### config.mk
export PLATFORM = sky130hd
export DESIGN_NAME = wdog_window
export DESIGN_NICKNAME = d
export VERILOG_FILES = /design/src/rtl/wdog_pkg.sv /design/src/rtl/wdog_cfg_reg.sv /design/src/rtl/wdog_counter.sv /design/src/rtl/wdog_status.sv /design/src/rtl/wdog_window.sv
export SDC_FILE = /design/constraint.sdc
export NUM_CORES = 1
export LEC_CHECK = 0
export BUFFER_PORTS_ARGS = -buffer_cell sky130_fd_sc_hd__buf_2
export CELL_PAD_IN_SITES_DETAIL_PLACEMENT = 1
export CELL_PAD_IN_SITES_GLOBAL_PLACEMENT = 1
export CORE_ASPECT_RATIO = 0.6
export CORE_UTILIZATION = 38
export CTS_CLUSTER_DIAMETER = 100
export CTS_CLUSTER_SIZE = 12
export DETAILED_ROUTE_END_ITERATION = 16
export GPL_TIMING_DRIVEN = 0
export PLACE_DENSITY_LB_ADDON = 0.1
export SYNTH_ARGS = -nofsm -noshare
export SYNTH_HDL_FRONTEND = slang
export SYNTH_SLANG_ARGS = --single-unit
### constraint.sdc
create_clock -name clk -period 2.5 [get_ports clk]
set_input_delay 0.25 -clock clk [delete_from_list [all_inputs] [get_ports clk]]
set_output_delay 0.25 -clock clk [all_outputs]
set_load 0.01 [all_outputs]
### src/rtl/wdog_pkg.sv
package wdog_pkg;
  // register select, from byte offset bits 3:2
  typedef enum logic [1:0] {
    SEL_CMD  = 2'd0,
    SEL_CFG  = 2'd1,
    SEL_STAT = 2'd2,
    SEL_NONE = 2'd3
  } reg_sel_e;

  // configuration field positions
  localparam int RELOAD_LSB = 0;
  localparam int DELTA_LSB  = 16;
  localparam int IRQ_EN_BIT = 12;
  localparam int RST_EN_BIT = 13;
  localparam int PROC_BIT   = 14;
  localparam int OFF_BIT    = 15;
  localparam int DBG_BIT    = 28;
  localparam int IDLE_BIT   = 29;

  // status flag indices
  localparam int FLAG_UNF = 0;
  localparam int FLAG_ERR = 1;
  localparam int NFLAGS   = 2;

  typedef struct packed {
    logic irq_en;
    logic rst_en;
    logic proc_only;
    logic off;
    logic dbg_en;
    logic idle_en;
  } cfg_bits_t;
endpackage

### src/rtl/wdog_cfg_reg.sv
module wdog_cfg_reg #(
  parameter int          DW        = 32,
  parameter logic [31:0] RESET_VAL = 32'h3FFF2FFF
) (
  input  logic          clk,
  input  logic          rst_n,
  input  logic          wr_en,
  input  logic [DW-1:0] wdata,
  output logic [DW-1:0] cfg_q,
  output logic          first_wr
);
  logic locked;

  assign first_wr = wr_en && !locked;

  always_ff @(posedge clk or negedge rst_n) begin
    if (!rst_n) begin
      cfg_q  <= RESET_VAL[DW-1:0];
      locked <= 1'b0;
    end else if (first_wr) begin
      cfg_q  <= wdata;
      locked <= 1'b1;
    end
  end

  AST_CFG_LOCKED: assert property (@(posedge clk) disable iff (!rst_n)
    locked |=> $stable(cfg_q));
endmodule

### src/rtl/wdog_counter.sv
module wdog_counter #(
  parameter int               CW      = 12,
  parameter logic [CW-1:0]    RST_CNT = '1
) (
  input  logic          clk,
  input  logic          rst_n,
  input  logic          tick,
  input  logic          run,
  input  logic          off,
  input  logic          load,
  input  logic [CW-1:0] load_val,
  input  logic [CW-1:0] reload,
  input  logic [CW-1:0] delta,
  input  logic          restart_req,
  output logic [CW-1:0] cnt_q,
  output logic          unf_evt,
  output logic          err_evt
);
  logic restart_live, in_window, restart_ok, step;

  assign restart_live = restart_req && !off;
  assign in_window    = (cnt_q <= delta);
  assign restart_ok   = restart_live && in_window;
  assign err_evt      = restart_live && !in_window;
  assign step         = tick && run && !off && !load && !restart_ok;
  assign unf_evt      = step && (cnt_q == '0);

  always_ff @(posedge clk or negedge rst_n) begin
    if (!rst_n)          cnt_q <= RST_CNT;
    else if (load)       cnt_q <= load_val;
    else if (restart_ok) cnt_q <= reload;
    else if (step)       cnt_q <= (cnt_q == '0) ? reload : cnt_q - 1'b1;
  end

  AST_RESTART_RELOADS: assert property (@(posedge clk) disable iff (!rst_n)
    (restart_req && !off && !load && cnt_q <= delta) |=> (cnt_q == $past(reload)));
  AST_EARLY_NO_RELOAD: assert property (@(posedge clk) disable iff (!rst_n)
    (restart_req && !off && !load && !tick && cnt_q > delta) |=> $stable(cnt_q));
  AST_HALT_FREEZES: assert property (@(posedge clk) disable iff (!rst_n)
    (!run && !load && !(restart_req && !off)) |=> $stable(cnt_q));
  AST_OFF_FREEZES: assert property (@(posedge clk) disable iff (!rst_n)
    (off && !load) |=> $stable(cnt_q));
endmodule

### src/rtl/wdog_status.sv
module wdog_status
  import wdog_pkg::*;
(
  input  logic              clk,
  input  logic              rst_n,
  input  logic              unf_evt,
  input  logic              err_evt,
  input  logic              clr,
  input  cfg_bits_t         cfg,
  output logic [NFLAGS-1:0] flags,
  output logic              irq_o,
  output logic              cpu_rst_o,
  output logic              sys_rst_o
);
  logic [NFLAGS-1:0] evt;
  logic              fault;

  assign evt[FLAG_UNF] = unf_evt;
  assign evt[FLAG_ERR] = err_evt;
  assign fault         = |evt;

  for (genvar i = 0; i < NFLAGS; i++) begin : g_flag
    always_ff @(posedge clk or negedge rst_n) begin
      if (!rst_n)      flags[i] <= 1'b0;
      else if (evt[i]) flags[i] <= 1'b1;
      else if (clr)    flags[i] <= 1'b0;
    end
  end

  assign irq_o = cfg.irq_en && (|flags);

  always_ff @(posedge clk or negedge rst_n) begin
    if (!rst_n) begin
      cpu_rst_o <= 1'b0;
      sys_rst_o <= 1'b0;
    end else begin
      cpu_rst_o <= fault && cfg.rst_en;
      sys_rst_o <= fault && cfg.rst_en && !cfg.proc_only;
    end
  end

  AST_UNF_SETS: assert property (@(posedge clk) disable iff (!rst_n)
    unf_evt |=> flags[FLAG_UNF]);
  AST_ERR_SETS: assert property (@(posedge clk) disable iff (!rst_n)
    err_evt |=> flags[FLAG_ERR]);
  AST_READ_CLEARS: assert property (@(posedge clk) disable iff (!rst_n)
    (clr && !fault) |=> (flags == '0));
  AST_SYS_WITH_CPU: assert property (@(posedge clk) disable iff (!rst_n)
    sys_rst_o |-> cpu_rst_o);
  AST_RST_GATED: assert property (@(posedge clk) disable iff (!rst_n)
    (fault && !cfg.rst_en) |=> !cpu_rst_o);
endmodule

### src/rtl/wdog_window.sv
module wdog_window
  import wdog_pkg::*;
#(
  parameter int          CW         = 12,
  parameter logic [7:0]  KEY_VAL    = 8'hA5,
  parameter logic [31:0] CFG_RESET  = 32'h3FFF2FFF
) (
  input  logic        clk,
  input  logic        rst_n,
  input  logic        tick_i,
  input  logic        idle_halt_i,
  input  logic        dbg_halt_i,
  input  logic        bus_en_i,
  input  logic        bus_we_i,
  input  logic [3:0]  bus_addr_i,
  input  logic [31:0] bus_wdata_i,
  output logic [31:0] bus_rdata_o,
  output logic        fault_irq_o,
  output logic        cpu_rst_o,
  output logic        sys_rst_o
);
  localparam int DW = 32;

  reg_sel_e          sel;
  logic              hit, wr_cmd, wr_cfg, rd_any, rd_stat, restart_req, run;
  logic              first_wr, unf_evt, err_evt;
  logic [DW-1:0]     cfg_q;
  logic [CW-1:0]     cnt_q;
  logic [NFLAGS-1:0] flags;
  cfg_bits_t         cfg;
  logic [DW-1:0]     rd_next;

  assign hit     = bus_en_i && (bus_addr_i[1:0] == 2'b00);
  assign sel     = reg_sel_e'(bus_addr_i[3:2]);
  assign wr_cmd  = hit && bus_we_i && (sel == SEL_CMD);
  assign wr_cfg  = hit && bus_we_i && (sel == SEL_CFG);
  assign rd_any  = bus_en_i && !bus_we_i;
  assign rd_stat = hit && !bus_we_i && (sel == SEL_STAT);
  assign restart_req = wr_cmd && (bus_wdata_i[31:24] == KEY_VAL) && bus_wdata_i[0];

  assign cfg.irq_en    = cfg_q[IRQ_EN_BIT];
  assign cfg.rst_en    = cfg_q[RST_EN_BIT];
  assign cfg.proc_only = cfg_q[PROC_BIT];
  assign cfg.off       = cfg_q[OFF_BIT];
  assign cfg.dbg_en    = cfg_q[DBG_BIT];
  assign cfg.idle_en   = cfg_q[IDLE_BIT];

  assign run = !(idle_halt_i && cfg.idle_en) && !(dbg_halt_i && cfg.dbg_en);

  wdog_cfg_reg #(.DW(DW), .RESET_VAL(CFG_RESET)) u_cfg (
    .clk(clk), .rst_n(rst_n), .wr_en(wr_cfg), .wdata(bus_wdata_i),
    .cfg_q(cfg_q), .first_wr(first_wr)
  );

  wdog_counter #(.CW(CW), .RST_CNT(CFG_RESET[RELOAD_LSB +: CW])) u_cnt (
    .clk(clk), .rst_n(rst_n), .tick(tick_i), .run(run), .off(cfg.off),
    .load(first_wr), .load_val(bus_wdata_i[RELOAD_LSB +: CW]),
    .reload(cfg_q[RELOAD_LSB +: CW]), .delta(cfg_q[DELTA_LSB +: CW]),
    .restart_req(restart_req), .cnt_q(cnt_q),
    .unf_evt(unf_evt), .err_evt(err_evt)
  );

  wdog_status u_stat (
    .clk(clk), .rst_n(rst_n), .unf_evt(unf_evt), .err_evt(err_evt),
    .clr(rd_stat), .cfg(cfg), .flags(flags),
    .irq_o(fault_irq_o), .cpu_rst_o(cpu_rst_o), .sys_rst_o(sys_rst_o)
  );

  always_comb begin
    rd_next = '0;
    if (hit) begin
      unique case (sel)
        SEL_CFG:  rd_next = cfg_q;
        SEL_STAT: begin
          rd_next[DELTA_LSB +: CW] = cnt_q;
          rd_next[NFLAGS-1:0]      = flags;
        end
        default:  rd_next = '0;
      endcase
    end
  end

  always_ff @(posedge clk or negedge rst_n) begin
    if (!rst_n)      bus_rdata_o <= '0;
    else if (rd_any) bus_rdata_o <= rd_next;
  end

  AST_BAD_CMD_IGNORED: assert property (@(posedge clk) disable iff (!rst_n)
    (wr_cmd && !restart_req && !tick_i) |=> $stable(cnt_q));
  AST_IRQ_FOLLOWS_FLAGS: assert property (@(posedge clk) disable iff (!rst_n)
    (fault_irq_o |-> (flags != '0)));
endmodule

==> tab_implementation.tex, run 1 <==
\begin{tabular}{lr}
\hline
Metric & Value \\
\hline
\multicolumn{2}{l}{\textbf{Synthesis}} \\
Top flip-flop cell by instance count after synthesis & dfrtp\_1 \\
Post-synthesis simple-gate area fraction & around 16\% \\
Adder and majority gate portion of the synthesized area & under 10\% \\
Net count after synthesis & approximately 460 \\
Number of enable-type register cells in the synthesized netlist & 0 \\
Cell types with the largest area share after synthesis & dfrtp\_1 26\%, dfstp\_2 25\%, a22o\_1 10\% \\
Dominant cell type by area after synthesis & dfrtp\_1 \\
Xor/xnor cell area share of the yosys netlist & 0\% \\
Share of Yosys cell area claimed by the top area cell type & between 20\% and 30\% \\
Synth Register Bits & just over 80 \\
Sequential area share after synthesis & 51.5\% \\
Library cell with the highest instance count after synthesis & nand2\_1 \\
Synth top cells by count & 66 x nand2\_1, 47 x a22o\_1, 42 x dfrtp\_1 \\
Async set-or-reset flop fraction in the synthesized netlist & between 90\% and 100\% \\
Count of distinct cell types in the synthesized netlist & 44 \\
Multiplexer area fraction after synthesis & 0\% \\
Average cell area after synthesis & between 10 and 15 um2 \\
Synthesized netlist cell count & between 300 and 400 \\
Mapped cell area & about 4000 um2 \\
Complex-gate fraction of the synthesized area & 22.9\% \\
Yosys synthesis warning count & 0 \\
Largest family of logic cells by synthesized area & compound AO/OA/AOI/OAI gates \\
\multicolumn{2}{l}{\textbf{CTS}} \\
Total CTS buffers & 9 \\
Clock input transition at the sequential cells of the worst setup and hold paths & around 0.060 ns \\
Clk\_lat worst skew & between 0.3 and 0.4 ns \\
Buffers from clock root to sink, at most & 2 \\
Root buffer selected by CTS & clkbuf\_16 \\
TritonCTS clock tree & yes \\
CTS H-tree depth & 3 \\
TritonCTS Sinks & between 80 and 90 \\
\multicolumn{2}{l}{\textbf{STA}} \\
Minimum setup slack in the final design & -0.0728 ns \\
Final total negative setup slack & -0.203 ns \\
Tmin final & about 2.6 ns \\
Actual transition at the worst max-transition pin & 0.875 ns \\
Setup repair after global routing missed its margin & true \\
Final period utilization & 103\% \\
Count of pins over their slew limit & 0 \\
Max-slew headroom & slightly above 40\% \\
Hold violation count in the final report & 0 \\
Final hold slack & just under 0.09 ns \\
Achievable Freq & about 400 MHz \\
Clock Skew & between 0.007 and 0.008 ns \\
Final setup fails & 7 \\
\multicolumn{2}{l}{\textbf{GRT}} \\
Pin count of the biggest net entering global routing & 51 \\
Overall routing resource usage & 26.3\% \\
Congestion Overflow GR & 0 \\
First-pass GRT wire length & $\sim$21 mm \\
Vias in the first global route & around 3.7k \\
Number of antenna violations at the first check in global routing & 0 \\
\multicolumn{2}{l}{\textbf{Setup path}} \\
Data required time of the worst path & $\sim$2.8 ns \\
Nature of the critical path endpoint & flip-flop \\
Highest net fanout along the worst path & 6 \\
Arrival time at the worst endpoint & about 2.8 ns \\
Classification of the worst setup path & flip-flop to flip-flop \\
R2R cell count & 10 \\
Critical path startpoint category & flip-flop \\
\multicolumn{2}{l}{\textbf{Cells and area}} \\
Fraction of layout instances using a drive strength above 1 & a little over a third \\
Count of fill cells added during filler insertion & $\sim$1.1k \\
Antenna diode count & 0 \\
Multi-input logic area & about 1900 um2 \\
Final layout net count & roughly 560 \\
Area growth from synthesis to layout & 27.7\% \\
Area of all sequential standard cells & between 2000 and 2500 um2 \\
\multicolumn{2}{l}{\textbf{Drt}} \\
Mean number of vias per cell & 5.65 \\
Routed WL per cell & approximately 21 um \\
DRT Wirelength & 13.4 mm \\
Post-route DRC & 0 \\
Residual antenna-violating net count after detailed routing & 0 \\
DRC violation total after the first TritonRoute iteration & $\sim$180 \\
Pre-antenna DRT Iters & 6 \\
Detailed-route via count & between 3k and 4k \\
\multicolumn{2}{l}{\textbf{Floorplan}} \\
Die footprint & around 11000 um2 \\
Die H & 81.8 um \\
Area inside the core boundary & about 10000 um2 \\
Starting density of the core & 39.9\% \\
Die X-Extent & between 100 and 150 um \\
Num rows & 28 \\
Ports & between 70 and 80 \\
\multicolumn{2}{l}{\textbf{Run status}} \\
Failing checks & negative setup slack \\
Outcome & finished, violations left \\
\multicolumn{2}{l}{\textbf{Placed design}} \\
Number of buffers added on ports & 77 \\
Final HPWL DP & approximately 9.5 mm \\
Placer congestion estimate & about 0.84 \\
Pre-CTS setup slack & -0.571 ns \\
\multicolumn{2}{l}{\textbf{Power}} \\
Largest voltage drop on the vdd net & roughly 0.46 mV \\
Static Leakage & roughly 2.5 nW \\
Ratio of total power to cell area & roughly 870 nW/um2 \\
\multicolumn{2}{l}{\textbf{Hold path}} \\
WHS Path Cells & 3 \\
Hold Path Class & primary input to flip-flop \\
\multicolumn{2}{l}{\textbf{Flow run}} \\
Max-cap violation count & 0 \\
\hline
\end{tabular}
-- critical path: stages (launching register included) --
cell      delay [ns]
dfstp_2         0.54
inv_2           0.05
ha_4            0.26
nor2b_4         0.12
o211ai_1        0.08
a2111o_1        0.43
a31o_4          0.28
nand2b_4        0.15
buf_6           0.15
or3_1           0.34
o211ai_1        0.09
-- area by class of cell --
type	instances	share of cell area [%]
Clock buffer	10	4.64
Buffer	23	2.31
Sequential cell	81	40.3
Timing Repair Buffer	88	9.61
Multi-Input combinational cell	274	37.2
Tap cell	135	3.28
Inverter	18	1.31
Clock inverter	6	1.31
-- flip-flops by register name, indices dropped and copies added (netlist names) --
name / flops
bus_rdata_o: 32
u_cfg.cfg_q: 32
u_cnt.cnt_q: 12
u_stat.flags: 2
u_cfg.locked: 1
u_stat.cpu_rst_o: 1
u_stat.sys_rst_o: 1
-- per-layer routing --
layer	share of wire [%]	GRT usage, %
met1	50	38.4
met2	43	38.8
met3	5.9	5.31
met4	1.2	8.43
met5	0	0
-- report_power, final --
group | total [mW] | internal [mW] | switching, mW
registers | 1.96 | 1.67 | 0.289
logic | 1.14 | 0.506 | 0.631
clock network | 1.38 | 0.803 | 0.576
-- final timing paths --
kind / start / end / slack (ns)
worst max-delay path: u_cfg.cfg_q[17] / u_cnt.cnt_q[3] / -0.07
worst min-delay path: bus_wdata_i[13] / u_cfg.cfg_q[13] / 0.09
worst max register to register: u_cfg.cfg_q[17] / u_cnt.cnt_q[3] / -0.07
worst min register to register: u_cfg.cfg_q[4] / u_cfg.cfg_q[4] / 0.48
max in group asynchronous: rst_n / u_cfg.cfg_q[8] / 1.44
min in group asynchronous: rst_n / bus_rdata_o[1] / 0.38
-- placed cells by master (no fill, tap or decap), types with 3 or more instances in the layout --
cell type / instances
buf_2: 81
nand2_1: 66
a22o_1: 47
dfrtp_1: 42
dfstp_2: 39
o21ai_0: 21
inv_1: 16
ha_1: 15
clkbuf_1: 14
nor2_1: 12
a21oi_1: 10
buf_4: 9
clkbuf_16: 9
a21o_1: 8
nor3_1: 8
and2_1: 7
or3_1: 5
a31oi_1: 5
nor4b_1: 4
buf_6: 4
nand4_1: 3
and4_1: 3
o211ai_1: 3
nand3_1: 3
nor2b_1: 3
o21ai_1: 3
o31ai_1: 3
a211oi_1: 3
-- cell families (layout without fill, tap and decap cells) --
family | count (synthesis) | in the layout
flip-flops | 81 | 81
buffers and inverters | 41 | 145
AO/OA/AOI/OAI | 124 | 124
AND/OR/NAND/NOR | 133 | 133
adder cells (fa/ha/maj) | 17 | 17
-- metrics by stage --
stage / cells / power, mW / instance area (um2) / util [%]
CTS: 632 / 4.37 / 5060 / 50.1
global route: 635 / 4.69 / 5140 / 51.0
global placement: 608 / 2.83 / 4590 / 45.5
floorplan: 396 / 2.49 / 4040 / -
detailed placement: 609 / 2.91 / 4620 / 45.8
finish: 635 / 4.48 / 5140 / 51.0
-- repair_timing --
item / in CTS / in global routing
endpoints found under the setup margin: 37 / 33
buffers inserted: 5 / 2
gates resized for setup: 20 / 13
pin swaps: 12 / 3
endpoints found under the hold margin: 16 / 0
hold buffers: 1 / 0
cloned: 1 / 1
Note: power is estimated with default switching activity, not from simulation.
==> run 2, diff against run 1 <==
--- a/config.mk
+++ b/config.mk
@@ -9,7 +9,7 @@
 export CELL_PAD_IN_SITES_DETAIL_PLACEMENT = 1
 export CELL_PAD_IN_SITES_GLOBAL_PLACEMENT = 1
 export CORE_ASPECT_RATIO = 0.6
-export CORE_UTILIZATION = 38
+export CORE_UTILIZATION = 34
 export CTS_CLUSTER_DIAMETER = 100
 export CTS_CLUSTER_SIZE = 12
 export DETAILED_ROUTE_END_ITERATION = 16
==> tab_implementation.tex, run 2 (synthesized netlist as in run 1, its figures left out) <==
\begin{tabular}{lr}
\hline
Metric & Value \\
\hline
\multicolumn{2}{l}{\textbf{Run status}} \\
Outcome & finished, violations left \\
Failing checks & negative setup slack \\
\multicolumn{2}{l}{\textbf{Flow run}} \\
Max-cap violation count & 0 \\
\multicolumn{2}{l}{\textbf{Cells and area}} \\
Final Util & $\sim$47\% \\
Final layout net count & about 560 \\
Area growth from synthesis to layout & 32.5\% \\
Most common cell after layout, fill and taps aside & buf\_2 \\
Fraction of layout instances using a drive strength above 1 & 36.9\% \\
Largest registers & bus\_rdata\_o: 32 flops, u\_cfg.cfg\_q: 32 flops, u\_cnt.cnt\_q: 12 flops \\
Post-Layout Cell Count & about 670 \\
Most frequent cells in the layout & 81 x buf\_2, 66 x nand2\_1, 47 x a22o\_1, 42 x dfrtp\_1, 39 x dfstp\_2 \\
Antenna diode count & 0 \\
\multicolumn{2}{l}{\textbf{Drt}} \\
Detailed-route via count & about 3.6k \\
Pre-antenna DRT Iters & 4 \\
Routed WL per cell & $\sim$20 um \\
DRC violation total after the first TritonRoute iteration & roughly 200 \\
Post-route DRC & 0 \\
Mean number of vias per cell & around 5.3 \\
Residual antenna-violating net count after detailed routing & 0 \\
DRT Wirelength & between 10 and 15 mm \\
\multicolumn{2}{l}{\textbf{CTS}} \\
CTS H-tree depth & 3 \\
Total CTS buffers & 9 \\
Buffers from clock root to sink, at most & 2 \\
Clk\_lat worst skew & $\sim$0.34 ns \\
TritonCTS clock tree & yes \\
Clock input transition at the sequential cells of the worst setup and hold paths & 0.06 ns \\
Root buffer selected by CTS & clkbuf\_16 \\
TritonCTS Sinks & between 80 and 90 \\
\multicolumn{2}{l}{\textbf{STA}} \\
Final hold slack & between 0.1 and 0.15 ns \\
Count of pins over their slew limit & 0 \\
Clock Skew & 0.00625 ns \\
Minimum setup slack in the final design & -0.0937 ns \\
Max-slew headroom & 48.5\% \\
Tmin final & about 2.6 ns \\
Final setup fails & 8 \\
Final period utilization & 104\% \\
Achievable Freq & a little under 400 MHz \\
Setup repair after global routing missed its margin & true \\
Hold violation count in the final report & 0 \\
Actual transition at the worst max-transition pin & around 0.77 ns \\
\multicolumn{2}{l}{\textbf{Placed design}} \\
Placed cells & 634 \\
Pre-CTS setup slack & -0.541 ns \\
Number of buffers added on ports & 77 \\
Final HPWL DP & 9.68 mm \\
Placer congestion estimate & $\sim$0.8 \\
\multicolumn{2}{l}{\textbf{Floorplan}} \\
Die footprint & around 12000 um2 \\
Num rows & 30 \\
Area inside the core boundary & about 11000 um2 \\
Die X-Extent & approximately 140 um \\
Die H & between 80 and 90 um \\
Ports & around 80 \\
Starting density of the core & between 30\% and 40\% \\
\multicolumn{2}{l}{\textbf{Setup path}} \\
Highest net fanout along the worst path & 5 \\
Data required time of the worst path & $\sim$2.8 ns \\
Arrival time at the worst endpoint & 2.85 ns \\
Nature of the critical path endpoint & flip-flop \\
Critical path startpoint category & flip-flop \\
Classification of the worst setup path & flip-flop to flip-flop \\
\multicolumn{2}{l}{\textbf{GRT}} \\
Overall routing resource usage & between 20 and 25\% \\
Congestion Overflow GR & 0 \\
Pin count of the biggest net entering global routing & between 40 and 50 \\
Vias in the first global route & around 3.6k \\
First-pass GRT wire length & between 20 and 25 mm \\
Number of antenna violations at the first check in global routing & 0 \\
\multicolumn{2}{l}{\textbf{Power}} \\
Pwr Total & between 4 and 5 mW \\
Ratio of total power to cell area & 864 nW/um2 \\
Static Leakage & 2.55 nW \\
Largest voltage drop on the vdd net & about 0.35 mV \\
\multicolumn{2}{l}{\textbf{Hold path}} \\
Hold Path Class & primary input to flip-flop \\
\hline
\end{tabular}
## run 2: cell type report
class,instances,area [um2]
Multi-Input combinational cell,274,1980
Buffer,23,123
Clock buffer,12,236
Fill cell,1321,6070
Sequential cell,81,2080
Clock inverter,4,70.1
Tap cell,160,200
Inverter,18,67.6
Timing Repair Buffer,97,586
## run 2: power by group
group	internal (mW)	leakage (nW)	switching, mW
registers	1.67	0.985	0.294
clock network	0.873	0.151	0.532
logic	0.585	1.42	0.659
## run 2: path summary, 6_finish.rpt
kind	startpoint	end	slack (ns)	cells after the start
worst max-delay path	u_cfg.cfg_q[25]	u_cnt.cnt_q[3]	-0.09	9
worst min-delay path	bus_wdata_i[15]	u_cfg.cfg_q[15]	0.11	3
worst max register to register	u_cfg.cfg_q[25]	u_cnt.cnt_q[3]	-0.09	9
worst min register to register	u_cfg.cfg_q[14]	u_stat.sys_rst_o	0.47	1
max in group asynchronous	rst_n	u_cnt.cnt_q[11]	1.37	3
min in group asynchronous	rst_n	bus_rdata_o[24]	0.44	2
## run 2: what timing repair did
| item | CTS | global route |
|---|---|---|
| pin swaps | 15 | 11 |
| endpoints found under the hold margin | 20 | 0 |
| setup endpoints to repair | 37 | 26 |
| resized for setup | 16 | 33 |
| setup buffers | 5 | 11 |
| gates cloned | 1 | 1 |
| hold buffers | 1 | 0 |
## run 2: stage by stage
step	TNS [ns]	cell area (um2)
2_1_floorplan	0	4040
3_3_place_gp	-13.17	4620
3_5_place_dp	-14.58	4650
4_1_cts	-0.930	5090
5_1_grt	-1.53	5340
6_report	-0.437	5340
## run 2: routing by layer
metal	track usage [%]	routed length, um	share of wire (%)	vias up
met2	33.5	5780	42	85
met5	0	0	0	-
met1	34.4	7030	52	1814
met3	4.86	741	5.4	5
li1	-	-	-	1651
met4	4.01	58	0.43	0
## run 2: worst max-delay path: stages (launching register included)
cell and delay (ns):
dfstp_2 0.54, inv_1 0.06, ha_1 0.32, nand4_1 0.12, a2111o_1 0.47, a31o_4 0.29, nand2b_4 0.16, buf_6 0.14
or3_1 0.33, o211ai_1 0.09
